===== config.mk =====
export PLATFORM = sky130hd
export DESIGN_NAME = flash_isp_ctrl
export DESIGN_NICKNAME = d
export VERILOG_FILES = /design/src/rtl/isp_pkg.sv /design/src/rtl/isp_regfile.sv /design/src/rtl/isp_sequencer.sv /design/src/rtl/isp_flash_model.sv /design/src/rtl/isp_boot_sel.sv /design/src/rtl/flash_isp_ctrl.sv
export SDC_FILE = /design/constraint.sdc
export NUM_CORES = 2
export LEC_CHECK = 0
export BUFFER_PORTS_ARGS = -buffer_cell sky130_fd_sc_hd__buf_4
export CAP_MARGIN = 20
export CORE_MARGIN = 1
export CORE_UTILIZATION = 25
export DETAILED_ROUTE_END_ITERATION = 7
export SLEW_MARGIN = 10
export SYNTH_ARGS = -nofsm -noshare
export SYNTH_HDL_FRONTEND = slang
export SYNTH_SLANG_ARGS = --single-unit

===== constraint.sdc =====
create_clock -name clk -period 2 [get_ports clk]
set_input_delay 0 -clock clk [delete_from_list [all_inputs] [get_ports clk]]
set_output_delay 0 -clock clk [all_outputs]
set_load 0.005 [all_outputs]

===== src/rtl/isp_pkg.sv =====
package isp_pkg;
  typedef enum logic [1:0] {
    OP_READ   = 2'b00,
    OP_PROG   = 2'b01,
    OP_PERASE = 2'b10,
    OP_MERASE = 2'b11
  } isp_op_e;

  localparam logic [2:0] SEL_ADDR_HI = 3'd0;
  localparam logic [2:0] SEL_ADDR_LO = 3'd1;
  localparam logic [2:0] SEL_WDATA   = 3'd2;
  localparam logic [2:0] SEL_RDATA   = 3'd3;
  localparam logic [2:0] SEL_CTRL    = 3'd4;

  localparam int CTRL_START_BIT = 2;
endpackage


===== src/rtl/isp_regfile.sv =====
module isp_regfile
  import isp_pkg::*;
(
  input  logic        clk,
  input  logic        rst_n,
  input  logic        clr,
  input  logic        we,
  input  logic [2:0]  sel,
  input  logic [7:0]  wdata,
  input  logic        busy,
  input  logic        done,
  input  isp_op_e     op,
  input  logic [7:0]  mem_rdata,
  output logic [15:0] addr_o,
  output logic [7:0]  wbyte_o,
  output logic [7:0]  rbyte_o
);
  logic [7:0] hi_q, hi_d, lo_q, lo_d, wb_q, wb_d, rb_q, rb_d;
  logic       wr_ok;

  assign wr_ok = we && !busy;

  always_comb begin
    hi_d = hi_q;
    lo_d = lo_q;
    wb_d = wb_q;
    rb_d = rb_q;
    if (clr) begin
      hi_d = 8'h00;
      lo_d = 8'h00;
    end else if (wr_ok) begin
      if (sel == SEL_ADDR_HI) hi_d = wdata;
      if (sel == SEL_ADDR_LO) lo_d = wdata;
    end
    if (wr_ok && sel == SEL_WDATA) wb_d = wdata;
    if (done && op == OP_READ)     rb_d = mem_rdata;
  end

  always_ff @(posedge clk or negedge rst_n) begin
    if (!rst_n) begin
      hi_q <= 8'h00;
      lo_q <= 8'h00;
    end else begin
      hi_q <= hi_d;
      lo_q <= lo_d;
    end
  end

  always_ff @(posedge clk) begin
    wb_q <= wb_d;
    rb_q <= rb_d;
  end

  assign addr_o  = {hi_q, lo_q};
  assign wbyte_o = wb_q;
  assign rbyte_o = rb_q;

  AST_ADDR_HELD: assert property (@(posedge clk) disable iff (!rst_n)
    (busy && $past(busy)) |-> $stable(addr_o));
  AST_WDATA_HELD: assert property (@(posedge clk) disable iff (!rst_n)
    (busy && $past(busy)) |-> $stable(wbyte_o));
endmodule


===== src/rtl/isp_sequencer.sv =====
module isp_sequencer
  import isp_pkg::*;
#(
  parameter int          MEM_DEPTH  = 256,
  parameter int          PAGE_BYTES = 64,
  parameter logic [15:0] OPT_ADDR   = 16'h3FFF,
  parameter logic [15:0] OPT_ALIAS  = 16'hFFFF
) (
  input  logic        clk,
  input  logic        rst_n,
  input  logic        clr,
  input  logic        we,
  input  logic [2:0]  sel,
  input  logic [2:0]  ctrl_bits,
  input  logic        priv,
  input  logic [15:0] addr_i,
  input  logic        done_i,
  output logic [15:0] phys_o,
  output isp_op_e     op_o,
  output logic        busy_o,
  output logic        err_o,
  output logic        req_o
);
  localparam int          PGW     = $clog2(PAGE_BYTES);
  localparam logic [15:0] DEPTH16 = 16'(MEM_DEPTH);

  isp_op_e     op_q, op_d, start_op;
  logic        busy_q, busy_d, err_q, err_d, req_q, req_d;
  logic        ctrl_wr, start, legal;
  logic [15:0] cand;

  function automatic logic [15:0] remap(input logic [15:0] a, input isp_op_e o);
    return (o == OP_READ && a == OPT_ALIAS) ? OPT_ADDR : a;
  endfunction

  assign ctrl_wr  = we && sel == SEL_CTRL && priv;
  assign start_op = isp_op_e'(ctrl_bits[1:0]);
  assign start    = ctrl_wr && ctrl_bits[CTRL_START_BIT] && !busy_q;
  assign cand     = remap(addr_i, start_op);

  always_comb begin
    unique case (start_op)
      OP_READ, OP_PROG: legal = (cand == OPT_ADDR) || (cand < DEPTH16);
      OP_PERASE:        legal = (cand < DEPTH16) && (cand[PGW-1:0] == '0);
      default:          legal = (cand == 16'h0000);
    endcase
  end

  always_comb begin
    op_d   = op_q;
    busy_d = busy_q;
    err_d  = err_q;
    req_d  = 1'b0;
    if (clr) begin
      op_d   = OP_READ;
      busy_d = 1'b0;
      err_d  = 1'b0;
    end else begin
      if (done_i) busy_d = 1'b0;
      if (ctrl_wr && !busy_q) op_d = start_op;
      if (start) begin
        err_d  = !legal;
        busy_d = legal;
        req_d  = legal;
      end
    end
  end

  always_ff @(posedge clk or negedge rst_n) begin
    if (!rst_n) begin
      op_q   <= OP_READ;
      busy_q <= 1'b0;
      err_q  <= 1'b0;
      req_q  <= 1'b0;
    end else begin
      op_q   <= op_d;
      busy_q <= busy_d;
      err_q  <= err_d;
      req_q  <= req_d;
    end
  end

  assign phys_o = remap(addr_i, op_q);
  assign op_o   = op_q;
  assign busy_o = busy_q;
  assign err_o  = err_q;
  assign req_o  = req_q;

  AST_REQ_WITH_BUSY: assert property (@(posedge clk) disable iff (!rst_n)
    req_q |-> busy_q);
  AST_USER_NO_START: assert property (@(posedge clk) disable iff (!rst_n)
    (we && sel == SEL_CTRL && !priv && !busy_q) |=> !req_q);
  AST_ERR_NO_REQ: assert property (@(posedge clk) disable iff (!rst_n)
    $rose(err_q) |-> !req_q);
endmodule


===== src/rtl/isp_flash_model.sv =====
module isp_flash_model
  import isp_pkg::*;
#(
  parameter int          MEM_DEPTH  = 256,
  parameter int          PAGE_BYTES = 64,
  parameter int          LATENCY    = 4,
  parameter logic [15:0] OPT_ADDR   = 16'h3FFF
) (
  input  logic        clk,
  input  logic        rst_n,
  input  logic        clr,
  input  logic        req,
  input  isp_op_e     op,
  input  logic [15:0] addr,
  input  logic [7:0]  wbyte,
  output logic        done,
  output logic [7:0]  rbyte,
  output logic [7:0]  opt_byte
);
  localparam int MAW = $clog2(MEM_DEPTH);
  localparam int PGW = $clog2(PAGE_BYTES);
  localparam int CW  = $clog2(LATENCY + 1);

  logic [7:0]    mem [MEM_DEPTH];
  logic [7:0]    opt_q;
  logic          act_q, act_d;
  logic [CW-1:0] cnt_q, cnt_d;
  logic [MAW-1:0] idx;
  logic           is_opt;

  assign idx    = addr[MAW-1:0];
  assign is_opt = (addr == OPT_ADDR);
  assign done   = act_q && (cnt_q == '0);

  always_comb begin
    act_d = act_q;
    cnt_d = cnt_q;
    if (clr) begin
      act_d = 1'b0;
    end else if (req) begin
      act_d = 1'b1;
      cnt_d = CW'(LATENCY - 1);
    end else if (done) begin
      act_d = 1'b0;
    end else if (act_q) begin
      cnt_d = cnt_q - 1'b1;
    end
  end

  always_ff @(posedge clk or negedge rst_n) begin
    if (!rst_n) begin
      act_q <= 1'b0;
      cnt_q <= '0;
    end else begin
      act_q <= act_d;
      cnt_q <= cnt_d;
    end
  end

  always_ff @(posedge clk) begin
    if (done && !clr) begin
      unique case (op)
        OP_PROG: begin
          if (is_opt) opt_q <= wbyte;
          else        mem[idx] <= wbyte;
        end
        OP_PERASE: begin
          for (int i = 0; i < MEM_DEPTH; i++) begin
            if ((MAW'(i) >> PGW) == (idx >> PGW)) mem[i] <= 8'h00;
          end
        end
        OP_MERASE: begin
          for (int i = 0; i < MEM_DEPTH; i++) mem[i] <= 8'h00;
          opt_q <= 8'h00;
        end
        default: ;
      endcase
    end
  end

  assign rbyte    = is_opt ? opt_q : mem[idx];
  assign opt_byte = opt_q;

  AST_DONE_PULSE: assert property (@(posedge clk) disable iff (!rst_n)
    done |=> !done);
  AST_REQ_WHEN_IDLE: assert property (@(posedge clk) disable iff (!rst_n)
    req |-> !act_q);
endmodule


===== src/rtl/isp_boot_sel.sv =====
module isp_boot_sel #(
  parameter logic [15:0] BOOT_VECTOR = 16'hF000
) (
  input  logic        clk,
  input  logic        rst_n,
  input  logic        clr,
  input  logic        opt_bit,
  output logic        vld_o,
  output logic        boot_o,
  output logic [15:0] pc_o
);
  logic pend_q, pend_d, boot_q, boot_d;

  always_comb begin
    pend_d = pend_q;
    boot_d = boot_q;
    if (clr) begin
      pend_d = 1'b1;
    end else if (pend_q) begin
      pend_d = 1'b0;
      boot_d = !opt_bit;
    end
  end

  always_ff @(posedge clk or negedge rst_n) begin
    if (!rst_n) pend_q <= 1'b1;
    else        pend_q <= pend_d;
  end

  always_ff @(posedge clk) begin
    boot_q <= boot_d;
  end

  assign vld_o  = !pend_q;
  assign boot_o = boot_q;
  assign pc_o   = boot_q ? BOOT_VECTOR : 16'h0000;

  AST_BOOT_STABLE: assert property (@(posedge clk) disable iff (!rst_n)
    (vld_o && $past(vld_o)) |-> $stable(boot_q));
endmodule


===== src/rtl/flash_isp_ctrl.sv =====
module flash_isp_ctrl
  import isp_pkg::*;
#(
  parameter int          MEM_DEPTH   = 256,
  parameter int          PAGE_BYTES  = 64,
  parameter int          LATENCY     = 4,
  parameter logic [15:0] OPT_ADDR    = 16'h3FFF,
  parameter logic [15:0] OPT_ALIAS   = 16'hFFFF,
  parameter logic [15:0] BOOT_VECTOR = 16'hF000
) (
  input  logic        clk,
  input  logic        rst_n,
  input  logic        exit_cmd,
  input  logic        reg_we,
  input  logic [2:0]  reg_sel,
  input  logic [7:0]  reg_wdata,
  input  logic        boot_priv,
  output logic [7:0]  reg_rdata,
  output logic        boot_vld,
  output logic        run_boot_rom,
  output logic [15:0] reset_pc
);
  logic [1:0]  rst_sync_q;
  logic        srst_n;
  logic [15:0] addr, phys;
  logic [7:0]  wbyte, rbyte, mem_rbyte, opt_byte;
  logic        busy, err, req, done;
  isp_op_e     op;

  always_ff @(posedge clk or negedge rst_n) begin
    if (!rst_n) rst_sync_q <= 2'b00;
    else        rst_sync_q <= {rst_sync_q[0], 1'b1};
  end
  assign srst_n = rst_sync_q[1];

  isp_regfile i_regs (
    .clk(clk), .rst_n(srst_n), .clr(exit_cmd),
    .we(reg_we), .sel(reg_sel), .wdata(reg_wdata),
    .busy(busy), .done(done), .op(op), .mem_rdata(mem_rbyte),
    .addr_o(addr), .wbyte_o(wbyte), .rbyte_o(rbyte)
  );

  isp_sequencer #(
    .MEM_DEPTH(MEM_DEPTH), .PAGE_BYTES(PAGE_BYTES),
    .OPT_ADDR(OPT_ADDR), .OPT_ALIAS(OPT_ALIAS)
  ) i_seq (
    .clk(clk), .rst_n(srst_n), .clr(exit_cmd),
    .we(reg_we), .sel(reg_sel), .ctrl_bits(reg_wdata[2:0]), .priv(boot_priv),
    .addr_i(addr), .done_i(done),
    .phys_o(phys), .op_o(op), .busy_o(busy), .err_o(err), .req_o(req)
  );

  isp_flash_model #(
    .MEM_DEPTH(MEM_DEPTH), .PAGE_BYTES(PAGE_BYTES),
    .LATENCY(LATENCY), .OPT_ADDR(OPT_ADDR)
  ) i_flash (
    .clk(clk), .rst_n(srst_n), .clr(exit_cmd),
    .req(req), .op(op), .addr(phys), .wbyte(wbyte),
    .done(done), .rbyte(mem_rbyte), .opt_byte(opt_byte)
  );

  isp_boot_sel #(.BOOT_VECTOR(BOOT_VECTOR)) i_boot (
    .clk(clk), .rst_n(srst_n), .clr(exit_cmd), .opt_bit(opt_byte[0]),
    .vld_o(boot_vld), .boot_o(run_boot_rom), .pc_o(reset_pc)
  );

  always_comb begin
    unique case (reg_sel)
      SEL_ADDR_HI: reg_rdata = addr[15:8];
      SEL_ADDR_LO: reg_rdata = addr[7:0];
      SEL_WDATA:   reg_rdata = wbyte;
      SEL_RDATA:   reg_rdata = rbyte;
      SEL_CTRL:    reg_rdata = {busy, err, 4'b0000, op};
      default:     reg_rdata = 8'h00;
    endcase
  end
endmodule


# --- After elaboration in Yosys (flattened, before gate mapping) ---
# Memory sizes are Yosys's and may differ from the RTL's.
# Index checks and enable logic that the tools add are counted.
op_classes:
  n_lt_le_gt_ge: 1
  bitwise: 257
  n_mux: 311
  add_sub_neg: 1
  n_eq_ne: 17
  n_reduce_logical: 42
op_table:
  columns: ["operator", "n"]
  rows:
  - ["$mux 8", 266]
  - ["$or 1x1->1", 256]
  - ["$mux 16", 3]
  - ["$pmux 8 s5", 1]
  - ["$mux 1", 34]
  - ["$eq 16x14->1 const B", 2]
  - ["$eq 16x16->1 const B", 1]
  - ["$logic_not 16->1", 1]
  - ["$lt 16x9->1 const B", 1]
  - ["$pmux 8 s2", 1]
  - ["$reduce_bool 2->1", 7]
  - ["$logic_and 1x1->1", 13]
  - ["$mux 3", 3]
  - ["$logic_not 8->1", 1]
  - ["$reduce_or 8->1", 1]
  - ["$eq 2x2->1 const B", 3]
  - ["$eq 3x2->1 const B", 2]
  - ["$logic_not 3->1", 2]
  - ["$logic_not 6->1", 1]
  - ["$reduce_and 2->1", 3]
  - ["$reduce_and 3->1", 2]
  - ["$reduce_bool 3->1", 2]
  - ["$logic_not 1->1", 5]
  - ["$eq 2x1->1 const B", 2]
  - ["other kinds (13)", 16]
word_totals:
  in_bits: 16
  register_bits: 53
  mem_count: 1
  ramBits: 2048
  output_inout_bits: 26
mem_list:
  columns: ["memory", "depth", "width", "rd", "rd_clocked_by_memory_dff", "wr", "line", "rtl"]
  rows:
  - ["i_flash.mem", 256, 8, 1, 0, 256, "isp_flash_model.sv:24", "logic [7:0] mem [MEM_DEPTH];"]

# --- Longest topological paths before layout ---
logic_depth:
  word_depth: 11
  ltp_mapped: 13
  mapped_depth_nobuf: 9

# --- Hierarchy ---
# Synthesis repeated with hierarchy kept, for this count alone.
unflattened:
  hier_cells: 11204
  area_unflattened_um2: 94393.0
by_module_without_submodules:
  columns: ["module", "cells_each", "seq_area_each_um2", "instances", "area_each_um2"]
  rows:
  - ["isp_flash_model", 11002, 41339.6, 1, 92062.0]
  - ["isp_regfile", 81, 880.8, 1, 1265.0]
  - ["isp_sequencer", 60, 125.1, 1, 465.4]
  - ["flash_isp_ctrl", 39, 50.0, 1, 399.1]
  - ["isp_boot_sel", 22, 56.3, 1, 201.4]

# --- Worst setup path before layout ---
# OpenSTA, ideal clock, no wires.
synth_timing:
  path_kind: "reg2reg"
  from: "register i_regs.lo_q[0]"
  to: "register i_regs.rb_q[6], in the netlist i_regs.rbyte_o[6], data pin"
  slack_ns: -0.792
  n_path_buf: 5
  stages_incl_launch_ff: 11
  arrival_time_ns: 2.520
  setup_ns: 0.272
  required_time_ns: 1.728
  path_cell_list: "dfrtp_1 buf_2 buf_6 buf_6 buf_4 buf_2 mux4_2 a221oi_1 o22ai_1 nor3_1 o221ai_1"
synth_between:
  elab_chain_cells: 5
  elab_cells_between_ends: 6
  cone_classes: "2 x eq/ne; 2 x mux; 1 x reduce/logical; 1 x memory"
synth_rtl:
  columns: ["item", "line", "rtl"]
  rows:
  - ["start: declaration", "isp_regfile.sv:18", "logic [7:0] hi_q, hi_d, lo_q, lo_d, wb_q, wb_d, rb_q, rb_d;"]
  - ["start signal: assignment", "isp_regfile.sv:45", "lo_q <= lo_d;"]
  - ["$eq 16x16->1", "isp_sequencer.sv:33", "return (o == OP_READ && a == OPT_ALIAS) ? OPT_ADDR : a;"]
  - ["$logic_and 1x1->1", "isp_sequencer.sv:33", null]
  - ["$mux 16 *", "isp_sequencer.sv:33", null]
  - ["$mem_v2 256x8 or $eq 16x14->1 (tied branches)", null, null]
  - ["$mux 8 *", "isp_flash_model.sv:81", "assign rbyte = is_opt ? opt_q : mem[idx];"]
  - ["net i_flash.rbyte[6]", "isp_flash_model.sv:17", "output logic [7:0] rbyte,"]
  - ["end signal: assignment", "isp_regfile.sv:51", "rb_q <= rb_d;"]
  - ["end: declaration", "isp_regfile.sv:18", null]
# The timed path passes the listed nets; every way through them passes the cells marked *.
# A chain may end at the register's enable or synchronous reset.

# --- Worst setup path in the final report ---
layout_timing:
  from: "register i_regs.lo_q[0]"
  to: "register i_regs.rb_q[2], in the netlist i_regs.rbyte_o[2], data pin"
# The elaborated chain is that of the path after synthesis.

==> flow_summary_export.csv <==
group,metric,value,unit
run_status,status,"finished, violations left",
run_status,violations,"setup timing",
power,swShare,0.231,
synthesis,ys_warn_count,0,
power,leakage,44.1,nW
route,dr.pass1.iters,6,
route,ant_nets,0,
critical_path,slowest_stage,"mux4_2",
finish,ff_latch_area,42500,sq um
route,vias,90600,
finish,utilization,0.345,
placement,dpl_cell_area,112000,sq um
critical_path,crit_chain,"buf_12 -> buf_16 -> buf_16 -> buf_6 -> mux4_2 -> mux4_2 -> a22oi_2 -> buf_4 -> nand4_1 -> o22a_1",
die,start_util,0.252,
clock_network,cts-root-buf,"clkbuf_16",
route,drt_iter0_drc,11000,
power,pwr-share-clk,0.494,
power,combinationalPowerShare,0.025,
power,ir_drop,0.689,mV
grt,grt_pass1_wl,561000,um
route,wl_per_cell,22.7,um
sta,min_period,3.26,ns
synthesis,synth_fa_ha_area_frac,0.000268,
grt,grt_overflow,0,
clock_network,clk_pin_slew_worst_paths,0.07,ns
power,seq_power_share,0.480,
clock_network,cts.sinks,2101,
critical_path,timing.rr.end,"i_regs.rbyte_o[2]",
synthesis,synthMuxAreaShare,0.145,
min_path,hp-class,"input port to register",
sta,finalHoldViolCount,0,
flow_run,max-cap-violations,0,
synthesis,synth_top_family_by_area,"simple AND/OR/NAND/NOR gates",
sta,fmax,306,MHz
synthesis,syn_inst,10900,
finish,mostFrequentLayoutCells,"2,048 x dfxtp_1, 2,035 x nand2_1, 1,955 x nand3_1",
sta,worst_slew_pin_slew,0.932,ns
sta,timing.final.ws_setup,-1.26,ns
finish,multi_input_area,50200,sq um
synthesis,syn_area_per_cell,8.57,sq um
finish,drive_gt1_frac,0.294,
route,totalWireLength,386000,um
die,rows,223,
critical_path,reg2reg_from,"i_regs.lo_q[0]",
placement,globalplace.congestion,0.946,
synthesis,ys_seq_elements,2101,
synthesis,ys.flop_type,"dfxtp_1",
critical_path,max_stage_delay,0.58,ns
finish,mostFrequentLayoutCell,"dfxtp_1",
synthesis,syn_area,93300,sq um
min_path,whs_path_depth,3,
critical_path,r2r_cells,10,
clock_network,insertion_delay,0.93,ns
finish,stdcell_count,17000,
sta,finalSetupTns,-1999.85,ns
clock_network,cts_tree,"built",
synthesis,synth_edf_count,25,
grt,grt_pass1_vias,83900,
synthesis,synth-compound-area-share,0.130,
sta,max_slew_margin,0.376,
grt,grt_max_degree,83,
route,viasPerCell,5.33,
die,ioPinCount,42,
clock_network,htreeDepth,4,
die,die-area,376000,sq um
synthesis,async_reset_ff_frac,0.0133,
placement,dpl.hpwl,246000,um
critical_path,worstPathMaxFanout,6,
finish,fin_area,128000,sq um
min_path,min-delay-start,"exit_cmd",
finish,fill_cells,37200,
placement,numPortBuffers,29,
critical_path,crit_type,"register to register",
sta,period_share,1.63,
sta,finalMaxSlewViolations,0,
synthesis,ys_seq_area_frac,0.455,
synthesis,ys_types,63,
grt,grtUsageTotal,0.194,
power,cellPowerDensity,685,nW/um^2
route,drc_errors,0,
synthesis,synth-simple-area-share,0.217,
finish,nets,11800,
placement,place_inst,16300,
clock_network,cts_buffers,221,
critical_path,rrSetupSlack,-1.26,ns
grt,antenna_found_initial,13,
critical_path,critPathRequiredTime,2.67,ns
finish,syn2layout_area_growth,36.8,%
die,die_h,613,um
critical_path,worstPathArrival,3.93,ns
sta,setup_viol,2081,
synthesis,synth_xor_area_frac,0,
critical_path,crit_path_start_kind,"register",
power,power.total,87.4,mW
die,core-area,370000,sq um
power,p_switching,20.2,mW
power,p_int,67.2,mW
sta,fin_skew,0.0871,ns
min_path,holdPathEnd,"i_boot.pend_q",
sta,rsz0062_at_grt,"true",
critical_path,end_kind,"register",
die,die_x,613,um
clock_network,cts_buffer_depth,3,
-- kinds of logic after synthesis --
group           Yosys count
simple gates           4636
other cells               2
compound gates         2306
mux                     670
buf+inv                1175
flops                  2101
fa+ha+maj                 2
-- cells in the mapped netlist, types with 5 or more instances --
master	n	share of area
a311oi_1	5	0.00047
nor4_1	7	0.00047
or2_2	5	0.00034
nor2_2	6	0.00040
a21oi_1	2093	0.11
clkbuf_1	858	0.035
a22oi_1	72	0.0058
a22o_1	13	0.0012
buf_6	16	0.0019
o2111ai_1	6	0.00056
nand3_1	2074	0.11
dfrtp_1	27	0.0072
dfxtp_1	2048	0.44
a211oi_1	21	0.0017
inv_1	11	0.00044
and2_1	21	0.0014
mux4_2	542	0.13
nand2_1	2398	0.096
nor2_1	68	0.0027
buf_2	172	0.0092
a31oi_1	14	0.00094
a221oi_1	10	0.00094
nor3_1	12	0.00064
buf_4	56	0.0045
nand2b_1	9	0.00060
a2111oi_0	5	0.00047
mux2i_1	116	0.012
nand4_1	7	0.00047
edfxtp_1	25	0.0080
nor2b_1	10	0.00067
o211ai_1	9	0.00072
mux2_2	12	0.0014
o22ai_1	12	0.00080
buf_1	60	0.0024
o21ai_0	17	0.00091
-- state kept, by name, indices dropped and copies added (netlist names) --
name	count
rst_sync_q	2
i_regs.lo_q	8
i_flash.act_q	1
i_seq.busy_o	1
i_seq.req_o	1
i_boot.boot_o	1
i_seq.err_o	1
i_boot.pend_q	1
i_flash.cnt_q	3
i_regs.rbyte_o	8
i_flash.opt_byte	8
i_flash.mem	2048
i_seq.op_o	2
i_regs.wbyte_o	8
i_regs.hi_q	8
-- worst max-delay path: cells and delay by family (launching register included) --
kind | cells | cell delay, ns
multiplexers | 2 | 1.06
buffers and inverters | 5 | 0.77
AO/OA/AOI/OAI | 2 | 0.53
flip-flops | 1 | 0.45
AND/OR/NAND/NOR | 1 | 0.15
-- per-layer routing --
layer | wire length (um) | vias to the layer above | GRT usage
li1 | - | 40500 | -
met1 | 152000 | 44600 | 0.258
met2 | 174000 | 4464 | 0.302
met3 | 36200 | 941 | 0.0335
met4 | 23000 | 16 | 0.0992
met5 | 104 | - | 0
-- metrics by stage --
stage          setup WS [ns]  hold slack (ns)
2_1_floorplan         -0.569           -0.296
3_3_place_gp           -1.65           -0.214
3_5_place_dp           -1.64           -0.213
4_1_cts                -1.24          0.00486
5_1_grt                -1.29           0.0433
6_report               -1.26           0.0454
-- power groups by stage --
stage               Sequential [mW]  Clock [mW]  Combinational (mW)
finish                         42.0        43.2                2.22
global route                   42.0        45.3                2.28
CTS                            42.0        43.5                2.13
detailed placement             42.9           0                1.93
global placement               42.9           0                1.93
floorplan                      42.9           0               0.987
-- worst max-delay path by stage --
stage | startpoint | endpoint | slack, ns | cells after the start
3_5_place_dp | i_regs.lo_q[0] | i_regs.rbyte_o[2] | -1.64 | 8
2_1_floorplan | i_regs.lo_q[0] | i_regs.rbyte_o[1] | -0.57 | 8
5_1_grt | i_regs.lo_q[0] | i_regs.rbyte_o[2] | -1.29 | 10
4_1_cts | i_regs.lo_q[0] | i_regs.rbyte_o[2] | -1.24 | 10
3_3_place_gp | i_regs.lo_q[0] | i_regs.rbyte_o[2] | -1.65 | 8
6_report | i_regs.lo_q[0] | i_regs.rbyte_o[2] | -1.26 | 10
-- timing repair --
item | 4_1_cts | 5_1_grt
buffers inserted | 105 | 63
hold buffers | 29 | 0
gates cloned | 49 | 22
endpoints found under the setup margin | 2075 | 2090
pin swaps | 185 | 213
endpoints found under the hold margin | 53 | 0
resized for setup | 562 | 591
-- area by class of cell --
class                   instances  area share
multi-input cells            7627       0.393
flip-flops and latches       2101       0.333
repair buffers               1865       0.165
clock buffers                 338      0.0513
well taps                    4950      0.0485
clock inverters                76     0.00842
inverters                      13    0.000461
diodes                          4   0.0000784
(Power assumes the default switching activity.)
